[src/rtl/pd_wake_pkg.sv]
package pd_wake_pkg;
  typedef enum logic [2:0] {
    PS_OFF  = 3'd0,
    PS_SW1  = 3'd1,
    PS_SW2  = 3'd2,
    PS_MEM  = 3'd3,
    PS_RST  = 3'd4,
    PS_ON   = 3'd5
  } pwr_state_t;
endpackage

[src/rtl/pd_stage_timer.sv]
module pd_stage_timer #(
  parameter int FREQ_W = 4,
  parameter int CNT_W  = 8
) (
  input  logic              clk,
  input  logic              rst,
  input  logic              run,
  input  logic [FREQ_W-1:0] osc_freq,
  input  logic [CNT_W-1:0]  stable_cnt,
  output logic              hit
);
  localparam int DW = CNT_W + FREQ_W;

  logic [FREQ_W-1:0] eff_f;
  logic [CNT_W-1:0]  eff_s;
  logic [DW-1:0]     dly;
  logic [DW-1:0]     cnt;

  // zero settings count as a single cycle
  always_comb begin
    eff_f = (osc_freq == '0) ? FREQ_W'(1) : osc_freq;
    eff_s = (stable_cnt == '0) ? CNT_W'(1) : stable_cnt;
    dly   = DW'(eff_s) * DW'(eff_f);
    hit   = run && (cnt == dly - DW'(1));
  end

  always_ff @(posedge clk) begin
    if (rst || !run || hit) cnt <= '0;
    else                    cnt <= cnt + DW'(1);
  end

  // stage window restarts from zero after each expiry
  p_restart_r3: assert property (@(posedge clk) disable iff (rst)
    hit |=> (cnt == '0));
endmodule

[src/rtl/pd_rst_pulse.sv]
module pd_rst_pulse #(
  parameter int RST_W = 4
) (
  input  logic clk,
  input  logic rst,
  input  logic active,
  output logic fin
);
  localparam int PW = (RST_W > 1) ? $clog2(RST_W + 1) : 1;

  logic [PW-1:0] cnt;

  assign fin = active && (cnt == PW'(RST_W - 1));

  always_ff @(posedge clk) begin
    if (rst || !active || fin) cnt <= '0;
    else                       cnt <= cnt + PW'(1);
  end

  // pulse counter stays inside the programmed width
  p_pulse_bound_r6: assert property (@(posedge clk) disable iff (rst)
    cnt < PW'(RST_W));
endmodule

[src/rtl/pd_wake_seq.sv]
module pd_wake_seq
  import pd_wake_pkg::*;
#(
  parameter int N_MEM  = 4,
  parameter int N_MOD  = 4,
  parameter int FREQ_W = 4,
  parameter int CNT_W  = 8,
  parameter int RST_W  = 4
) (
  input  logic              clk,
  input  logic              rst,
  input  logic              wake_req,
  input  logic              pwr_down_req,
  input  logic              mode_simul,
  input  logic [FREQ_W-1:0] osc_freq,
  input  logic [CNT_W-1:0]  stable_cnt,
  input  logic [N_MOD-1:0]  retain,
  output logic              sw_small_en,
  output logic              sw_large_en,
  output logic [N_MEM-1:0]  mem_en,
  output logic [N_MOD-1:0]  mod_rst,
  output logic              done
);
  localparam int IW = (N_MEM > 1) ? $clog2(N_MEM) : 1;

  pwr_state_t       state, state_n;
  logic             mode_q;
  logic [IW-1:0]    mem_idx, mem_idx_n;
  logic [N_MEM-1:0] mem_n;
  logic             stage_run, stage_hit, pulse_fin;

  assign stage_run = (state == PS_SW1) || (state == PS_SW2) || (state == PS_MEM);

  pd_stage_timer #(.FREQ_W(FREQ_W), .CNT_W(CNT_W)) timer_i (
    .clk(clk), .rst(rst), .run(stage_run),
    .osc_freq(osc_freq), .stable_cnt(stable_cnt), .hit(stage_hit)
  );

  pd_rst_pulse #(.RST_W(RST_W)) pulse_i (
    .clk(clk), .rst(rst), .active(state == PS_RST), .fin(pulse_fin)
  );

  always_comb begin
    state_n   = state;
    mem_idx_n = mem_idx;
    mem_n     = mem_en;
    unique case (state)
      PS_OFF: if (wake_req) begin
        state_n   = PS_SW1;
        mem_idx_n = '0;
        mem_n     = mode_simul ? {N_MEM{1'b1}} : '0;
      end
      PS_SW1: if (stage_hit) state_n = PS_SW2;
      PS_SW2: if (stage_hit) state_n = mode_q ? PS_RST : PS_MEM;
      PS_MEM: if (stage_hit) begin
        mem_n     = (mem_en << 1) | N_MEM'(1);
        mem_idx_n = mem_idx + IW'(1);
        if (mem_idx == IW'(N_MEM - 1)) state_n = PS_RST;
      end
      PS_RST: if (pulse_fin) state_n = PS_ON;
      PS_ON: if (pwr_down_req) begin
        state_n = PS_OFF;
        mem_n   = '0;
      end
      default: state_n = PS_OFF;
    endcase
  end

  always_ff @(posedge clk) begin
    if (rst) begin
      state       <= PS_OFF;
      mode_q      <= 1'b0;
      mem_idx     <= '0;
      mem_en      <= '0;
      sw_small_en <= 1'b0;
      sw_large_en <= 1'b0;
      mod_rst     <= '0;
      done        <= 1'b0;
    end else begin
      state       <= state_n;
      mem_idx     <= mem_idx_n;
      mem_en      <= mem_n;
      if (state == PS_OFF && wake_req) mode_q <= mode_simul;
      sw_small_en <= (state_n != PS_OFF);
      sw_large_en <= (state_n != PS_OFF) && (state_n != PS_SW1);
      mod_rst     <= (state_n == PS_RST) ? ~retain : '0;
      done        <= (state_n == PS_ON);
    end
  end

  p_large_needs_small_r2: assert property (@(posedge clk) disable iff (rst)
    sw_large_en |-> sw_small_en);

  p_mem_thermo_r4: assert property (@(posedge clk) disable iff (rst)
    (mem_en & (mem_en + N_MEM'(1))) == '0);

  p_mem_one_step_r4: assert property (@(posedge clk) disable iff (rst)
    ($past(mem_en) != '0 && mem_en != '0 && mem_en != $past(mem_en))
      |-> (mem_en == (($past(mem_en) << 1) | N_MEM'(1))));

  p_retain_masked_r6: assert property (@(posedge clk) disable iff (rst)
    (mod_rst & $past(retain)) == '0);

  p_done_full_r7: assert property (@(posedge clk) disable iff (rst)
    done |-> (sw_small_en && sw_large_en && (&mem_en) && mod_rst == '0));

  p_down_clear_r8: assert property (@(posedge clk) disable iff (rst)
    (done && pwr_down_req) |=> (!sw_small_en && !sw_large_en && mem_en == '0 && !done));

  p_no_restart_r9: assert property (@(posedge clk) disable iff (rst)
    (sw_small_en && !done) |=> sw_small_en);
endmodule

[config.mk]
export PLATFORM = sky130hd
export DESIGN_NAME = pd_wake_seq
export DESIGN_NICKNAME = d
export VERILOG_FILES = /design/src/rtl/pd_wake_pkg.sv /design/src/rtl/pd_stage_timer.sv /design/src/rtl/pd_rst_pulse.sv /design/src/rtl/pd_wake_seq.sv
export SDC_FILE = /design/constraint.sdc
export NUM_CORES = 1
export LEC_CHECK = 0
export BUFFER_PORTS_ARGS = -buffer_cell sky130_fd_sc_hd__buf_4
export CORE_ASPECT_RATIO = 1.5
export CORE_MARGIN = 2
export CORE_UTILIZATION = 40
export CTS_BUF_LIST = sky130_fd_sc_hd__clkbuf_16
export DETAILED_ROUTE_END_ITERATION = 7
export HOLD_SLACK_MARGIN = 0.08
export PLACE_DENSITY = 0.62
export SETUP_SLACK_MARGIN = 0.5
export SYNTH_ARGS = -nofsm -noshare
export SYNTH_HDL_FRONTEND = slang
export SYNTH_HIERARCHICAL = 1
export SYNTH_SLANG_ARGS = --single-unit
[constraint.sdc]
create_clock -name clk -period 6.6 [get_ports clk]
set_input_delay 1.32 -clock clk [delete_from_list [all_inputs] [get_ports clk]]
set_output_delay 1.32 -clock clk [all_outputs]
set_load 0.01 [all_outputs]
==> summary.md, run 1 <==
| Metric | Value |
|---|---|
| Number of antenna violations at the first check in global routing | 0 |
| Max incr delay on CP | 550 ps |
| Total placed cells including tap cells | 422 |
| Number of DRC violations after detailed routing | 0 |
| Clk sink count | 32 |
| Leakage power of the design | 1.48 nW |
| Insertion delay to the later sink of the worst-skew pair | 270 ps |
| Gate Count Post-Synth | 326 |
| IO Pins | 32 |
| Mapped Avg Cell Area | 8.64 um^2 |
| Post-synthesis xor/xnor area fraction | 0.0809 |
| Max-cap viol count | 0 |
| Post-synthesis compound-gate area fraction | 0.146 |
| DP Worst Slack | 288 ps |
| Gp weighted congestion | 0.904 |
| Worst Path Arrival | 6040 ps |
| Total chip power | 853 uW |
| Maximum buffer depth of the clock tree | 2 |
| Post-synth top flop | dfxtp_1 |
| Fraction of layout cells with a size suffix above 1 | 0.185 |
| Largest fanout on the critical path | 5 |
| Highest ir drop seen on vdd | 0.234 mV |
| Floorplan die width | 72.5 um |
| Family of cells with the greatest summed delay on the critical path | adder cells |
| Setup-violating endpoint count in the final report | 0 |
| Count of filler cells inserted in the layout | 673 |
| Nature of the critical path startpoint | input port |
| Critical Path RT | 6820 ps |
| Number of standard cells in the final layout excluding fillers | 435 |
| Kind of end point of the critical path | flip-flop |
| Critical path, cell by cell | buf_4 -> nor4_4 -> a21o_1 -> nand2_1 -> ha_1 -> fa_1 -> fa_1 -> inv_1 -> ha_1 -> nor2b_1 -> o2111ai_1 -> nand2_1 -> a211o_1 -> a221oi_2 -> o2111a_2 -> nand3_1 -> o221a_1 -> or3_4 -> inv_2 -> and2_1 |
| Kind of critical path | in -> reg |
| Most frequent cells in the layout | nand2_1 (45), buf_4 (36), dfxtp_1 (32), ha_1 (28) |
| Number of flops mapped to enable cells by yosys | 0 |
| Simple-gate area share of the yosys netlist | 0.258 |
| Half-perimeter wire length of the detailed placement result | 4810 um |
| Setup repair after global routing missed its margin | no |
| Yosys warning total | 6 |
| Share of cell area taken by muxes after synthesis | 0.00711 |
| Tightest Pin Transition | 768 ps |
| Number of global-route vias before repair | 2405 |
| Top achievable clock speed | 0.172 GHz |
| Pin count of the biggest net entering global routing | 16 |
| Synthesized flop and latch total | 32 |
| Result of the run | completed |
| Number of distinct standard cells referenced by the synthesized netlist | 60 |
| Main combinational cell family by area after synthesis | simple AND/OR/NAND/NOR gates |
| Async set-reset flop share out of synthesis | 0 |
| GR Overflow Total | 0 |
| Post-route clock period utilization | 0.883 |
| Number of hold-slack violations in the final timing report | 0 |
| Setup WS post-layout | 775 ps |
| Post-Route WL | 6230 um |
| Slowest stage cell on the critical path | fa_1 |
| Die area | 7740 um^2 |
| TritonCTS buffer count | 5 |
| Via count normalized by instance count | 5.49 |
| Detailed-route via count | 2388 |
| TritonCTS clock tree | yes |
| Overall routing resource usage | 0.171 |
| Root cell of the clock tree | clkbuf_16 |
| Die H | 107 um |
| Buffer and inverter count on the worst path | 3 |
| Number of standard-cell rows in the floorplan | 37 |
| Average detailed-routed wire length per instance | 14.3 um |
| Worst slew margin | 0.487 |
| Antenna-violating nets left | 0 |
| Pwr per Cell Area | 259 nW/um^2 |
| I/O Buffers | 31 |
| Count of routing violations after the opening detailed-route iteration | 78 |
| Core ar. | 6850 um^2 |
| Area occupied by registers | 641 um^2 |
| Multi-input gate area in the final layout | 2030 um^2 |
| Wire length of the first global-routing pass | 10700 um |
| Minimum clock period after layout | 5820 ps |
| Syn-to-layout area delta | 17.0% |
| Worst-path clk slew | 50 ps |
| Max-slew violations | 0 |
| Worst setup skew after layout | 3.42 ps |
| Number of nets in the synthesized netlist | 388 |
| Initial core utilization | 0.411 |
| Netlist Area Pre-Place | 2820 um^2 |
| Sequential share of the synthesized area | 0.227 |
| Number of nets in the layout | 418 |
| Diodes inserted | 0 |
| Post-synthesis share of cell area spent on full adders, half adders and majority gates | 0.217 |
| Post-Route Setup TNS | 0 ps |
| Type of the worst min-delay path | reg -> reg |
| Most common cell after layout, fill and taps aside | nand2_1 |
| H-tree levels | 2 |
| DR pass1 iterations | 4 |
## routing by layer
metal	wire, um	GRT usage	part of all wire	vias to the layer above
met4	238	0.0767	0.038	0
met5	0	0	0	-
met1	2520	0.187	0.41	1121
met2	3280	0.324	0.53	66
li1	-	-	-	1177
met3	191	0.0150	0.031	24
## synthesized netlist by cell type, drive strengths merged, types with 3 or more instances
cell type / instances / area share
nand2: 45 / 0.060
buf: 10 / 0.024
nor2b: 13 / 0.029
nor2: 24 / 0.032
inv: 26 / 0.035
nor4b: 3 / 0.015
a21oi: 11 / 0.021
nand2b: 3 / 0.0067
dfxtp: 32 / 0.23
a21o: 8 / 0.021
nand3: 8 / 0.014
fa: 13 / 0.092
a211oi: 3 / 0.0080
o21ai: 3 / 0.0053
nand4: 4 / 0.0089
a221oi: 4 / 0.023
and2: 4 / 0.0093
o21a: 3 / 0.0080
clkbuf: 4 / 0.0053
ha: 28 / 0.12
nor3: 16 / 0.036
xnor2: 18 / 0.056
xor2: 8 / 0.025
## report_power, final
part / switching [mW] / leakage [nW] / total (mW) / internal [mW]
Clock: 0.0765 / 0.0789 / 0.251 / 0.175
Combinational: 0.215 / 1.15 / 0.385 / 0.171
Sequential: 0.0127 / 0.260 / 0.216 / 0.204
Total: 0.304 / 1.48 / 0.853 / 0.549
## stage by stage
stage | utilization | hold slack, ps | instance area, um^2
2_1_floorplan | - | 405 | 2820
3_3_place_gp | 0.448 | 421 | 3070
3_5_place_dp | 0.448 | 434 | 3070
4_1_cts | 0.472 | 441 | 3230
5_1_grt | 0.481 | 470 | 3290
6_report | 0.481 | 436 | 3290
## area by class of cell
cell class | count | area share
Clock buffer | 5 | 0.0380
Inverter | 26 | 0.0296
Tap cell | 78 | 0.0296
Timing Repair Buffer | 36 | 0.0820
Sequential cell | 32 | 0.194
Clock inverter | 3 | 0.0114
Multi-Input combinational cell | 255 | 0.615
## final timing paths
path                              from                        end  slack, ps  cells past startpoint
max                      stable_cnt[4]            done$_SDFF_PP0_        780                     20
min reg2reg  pulse_i/cnt[0]$_SDFF_PP0_  pulse_i/cnt[0]$_SDFF_PP0_        440                      1
max reg2reg        state[1]$_SDFF_PP0_            done$_SDFF_PP0_       3780                     12
min          pulse_i/cnt[0]$_SDFF_PP0_  pulse_i/cnt[0]$_SDFF_PP0_        440                      1
## state kept, by name (all words and copies together) (netlist names), 2 cells and up
register     count
mem_en           4
mem_idx          2
mod_rst          4
pulse_i/cnt      3
state            3
timer_i/cnt     12
## cell families (layout without fill, tap and decap cells)
group | count (synthesis) | in the layout
compound gates | 49 | 50
xor+xnor | 26 | 26
fa+ha+maj | 41 | 41
buf+inv | 40 | 70
flops | 32 | 32
mux | 2 | 2
simple gates | 136 | 136
## what timing repair did
item,CTS,global route
hold buffers,0,0
setup endpoints to repair,0,9
setup buffers,0,4
gates resized for setup,0,3
No activity file was read; power rests on OpenSTA's default activity.
==> inputs of run 2 (changes only) <==
--- a/config.mk
+++ b/config.mk
@@ -9,7 +9,6 @@
 export CORE_ASPECT_RATIO = 1.5
 export CORE_MARGIN = 2
 export CORE_UTILIZATION = 40
-export CTS_BUF_LIST = sky130_fd_sc_hd__clkbuf_16
 export DETAILED_ROUTE_END_ITERATION = 7
 export HOLD_SLACK_MARGIN = 0.08
 export PLACE_DENSITY = 0.62
==> run 2 against run 1 <==
Against the previous run: non-clock buffer count is 1 lower; first-iteration DRC count is 18% lower; power is 6.7% lower; clock skew is 0.97 ps lower; hold slack better by 6.5 ps; design area is 1.3% lower; sequential cell count stayed put; sequential share of layout area is 0.26 points higher; largest cell class unchanged.
==> summary.md, run 2 (same netlist as run 1, synthesis figures left out) <==
| Metric | Value |
|---|---|
| Highest ir drop seen on vdd | 0.190 mV (-19%) |
| Diodes inserted | 0 (unchanged) |
| Worst Path Arrival | 6080 ps (+40 ps) |
| Critical Path RT | 6830 ps (about the same) |
| Gp weighted congestion | 0.904 (unchanged) |
| Worst slew margin | 0.485 (-0.00150) |
| Final instance area | 3250 um^2 (-1.3%) |
| Number of standard cells in the final layout excluding fillers | 434 (-0.23%) |
| Pin count of the biggest net entering global routing | 16 (unchanged) |
| IO Pins | 32 (unchanged) |
| Tightest hold margin | 443 ps (+6.48 ps) |
| Number of hold-slack violations in the final timing report | 0 (unchanged) |
| Critical path, cell by cell | buf_4 -> nor4_4 -> a21o_1 -> nand2_1 -> ha_1 -> fa_1 -> fa_1 -> inv_1 -> ha_1 -> nor2b_1 -> o2111ai_1 -> nand2_1 -> a211o_1 -> a221oi_2 -> o2111a_2 -> nand3_1 -> o221a_1 -> or3_4 -> inv_2 -> and2_1 |
| TritonCTS buffer count | 5 (unchanged) |
| Pwr per Cell Area | 245 nW/um^2 (-5.4%) |
| Biggest register | timer_i/cnt |
| I/O Buffers | 31 (unchanged) |
| Average detailed-routed wire length per instance | 14.0 um (-1.9%) |
| Die area | 7740 um^2 (unchanged) |
| TritonCTS clock tree | yes |
| Wire length of the first global-routing pass | 10600 um (-0.45%) |
| Number of global-route vias before repair | 2389 (-0.67%) |
| H-tree levels | 2 (unchanged) |
| Net switching power of the design | 294 uW (-3.2%) |
| Insertion delay to the later sink of the worst-skew pair | 280 ps (about the same) |
| Setup-violating endpoint count in the final report | 0 (unchanged) |
| Worst-path clk slew | 60 ps (about the same) |
| Total chip power | 796 uW (-6.7%) |
| Maximum buffer depth of the clock tree | 2 (unchanged) |
| Cts hold-fix bufs | 0 (unchanged) |
| Family of cells with the greatest summed delay on the critical path | adder cells |
| Number of antenna violations at the first check in global routing | 0 (unchanged) |
| Leakage power of the design | 1.46 nW (-1.3%) |
| Core ar. | 6850 um^2 (unchanged) |
| DR pass1 iterations | 4 (unchanged) |
| Result of the run | completed |
| Tightest Pin Transition | 770 ps (+2.25 ps) |
| Cell-internal power | 502 uW (-8.6%) |
| Proportion of power drawn by flip-flops and latches | 0.271 (+0.017) |
| Post-Route Setup TNS | 0 ps (unchanged) |
| Cell Area, Placed | 3070 um^2 (unchanged) |
| Syn-to-layout area delta | 15.4% |
| Share of total power in the clock network | 0.254 (-0.041) |
| Most common cell after layout, fill and taps aside | nand2_1 |
| Worst setup skew after layout | 2.44 ps (-0.973 ps) |
| Antenna-violating nets left | 0 (unchanged) |
| Type of the worst min-delay path | reg -> reg |
| Most frequent cells in the layout | nand2_1 (45), buf_4 (35), dfxtp_1 (32), ha_1 (28) |
| Buffer and inverter count on the worst path | 3 (unchanged) |
| Max incr delay on CP | 550 ps (about the same) |
| Post-Route WL | 6100 um (-2.1%) |
| Nature of the critical path startpoint | input port |
| Sw frac | 0.369 (+0.0132) |
| Detailed-route via count | 2372 (-0.67%) |
| Kind of critical path | in -> reg |
| Fraction of layout cells with a size suffix above 1 | 0.188 (+0.00333) |
| Number of nets in the layout | 417 (-0.24%) |
| Max-cap viol count | 0 (unchanged) |
| Total placed cells including tap cells | 422 (unchanged) |
| Part of the total power dissipated in combinational logic | 0.475 (+0.023) |
| Largest register FFs | 12 (unchanged) |
| Die H | 107 um (unchanged) |
| Root cell of the clock tree | clkbuf_8 |
| Setup repair after global routing missed its margin | no |
| Clk sink count | 32 (unchanged) |
| Half-perimeter wire length of the detailed placement result | 4810 um (unchanged) |
| Overall routing resource usage | 0.171 (about the same) |
| Via count normalized by instance count | 5.47 (-0.44%) |
| GR Overflow Total | 0 (unchanged) |
| Registers with the most flip-flops | timer_i/cnt x12, mem_en x4, mod_rst x4 |
| Count of filler cells inserted in the layout | 678 (+0.74%) |
| Initial core utilization | 0.411 (unchanged) |
| Minimum clock period after layout | 5860 ps (+33.6 ps) |
| Top achievable clock speed | 0.171 GHz (-0.57%) |
| Floorplan die width | 72.5 um (unchanged) |
| Kind of end point of the critical path | flip-flop |
| Post-route clock period utilization | 0.888 (+0.00509) |
| Count of routing violations after the opening detailed-route iteration | 64 (-18%) |
| Largest fanout on the critical path | 5 (unchanged) |
| Slowest stage cell on the critical path | fa_1 |
| Number of DRC violations after detailed routing | 0 (unchanged) |
| Max-slew violations | 0 (unchanged) |
| Number of standard-cell rows in the floorplan | 37 (unchanged) |
run 2: final timing paths:
kind,from,endpoint,slack [ps],cells past startpoint
worst max-delay path,stable_cnt[4],done$_SDFF_PP0_,740,20
worst min-delay path,pulse_i/cnt[0]$_SDFF_PP0_,pulse_i/cnt[0]$_SDFF_PP0_,440,1
worst max register to register,state[0]$_SDFF_PP0_,done$_SDFF_PP0_,3790,12
worst min register to register,pulse_i/cnt[0]$_SDFF_PP0_,pulse_i/cnt[0]$_SDFF_PP0_,440,1
run 2: metrics by stage:
stage	utilization	setup WS (ps)
CTS	0.467	580
detailed placement	0.448	288
global placement	0.448	378
global route	0.474	500
floorplan	-	610
finish	0.474	742
run 2: timing repair:
action	CTS	global route
setup buffers	0	3
endpoints found under the setup margin	0	9
resized for setup	0	3
run 2: final cells by class:
cell class,instances,area [um^2],share of cell area
Inverter,26,97.6,0.0300
Sequential cell,32,641,0.197
Multi-Input combinational cell,255,2030,0.623
Clock buffer,7,96.3,0.0296
Timing Repair Buffer,35,263,0.0808
Tap cell,78,97.6,0.0300
Clock inverter,1,30.0,0.00924
run 2: power groups by stage:
stage / logic, mW / registers [mW] / clock network [mW]
after CTS: 0.369 / 0.216 / 0.208
after detailed placement: 0.367 / 0.220 / 0
after global routing: 0.424 / 0.217 / 0.216
after global placement: 0.363 / 0.219 / 0
after floorplan: 0.288 / 0.217 / 0
final: 0.378 / 0.216 / 0.202
run 2: routing by layer:
layer,GRT usage,routed length (um),vias up
met2,0.324,3280,53
met5,0,0,-
met4,0.0807,210,0
met1,0.185,2440,1123
met3,0.0150,166,17
li1,-,-,1179
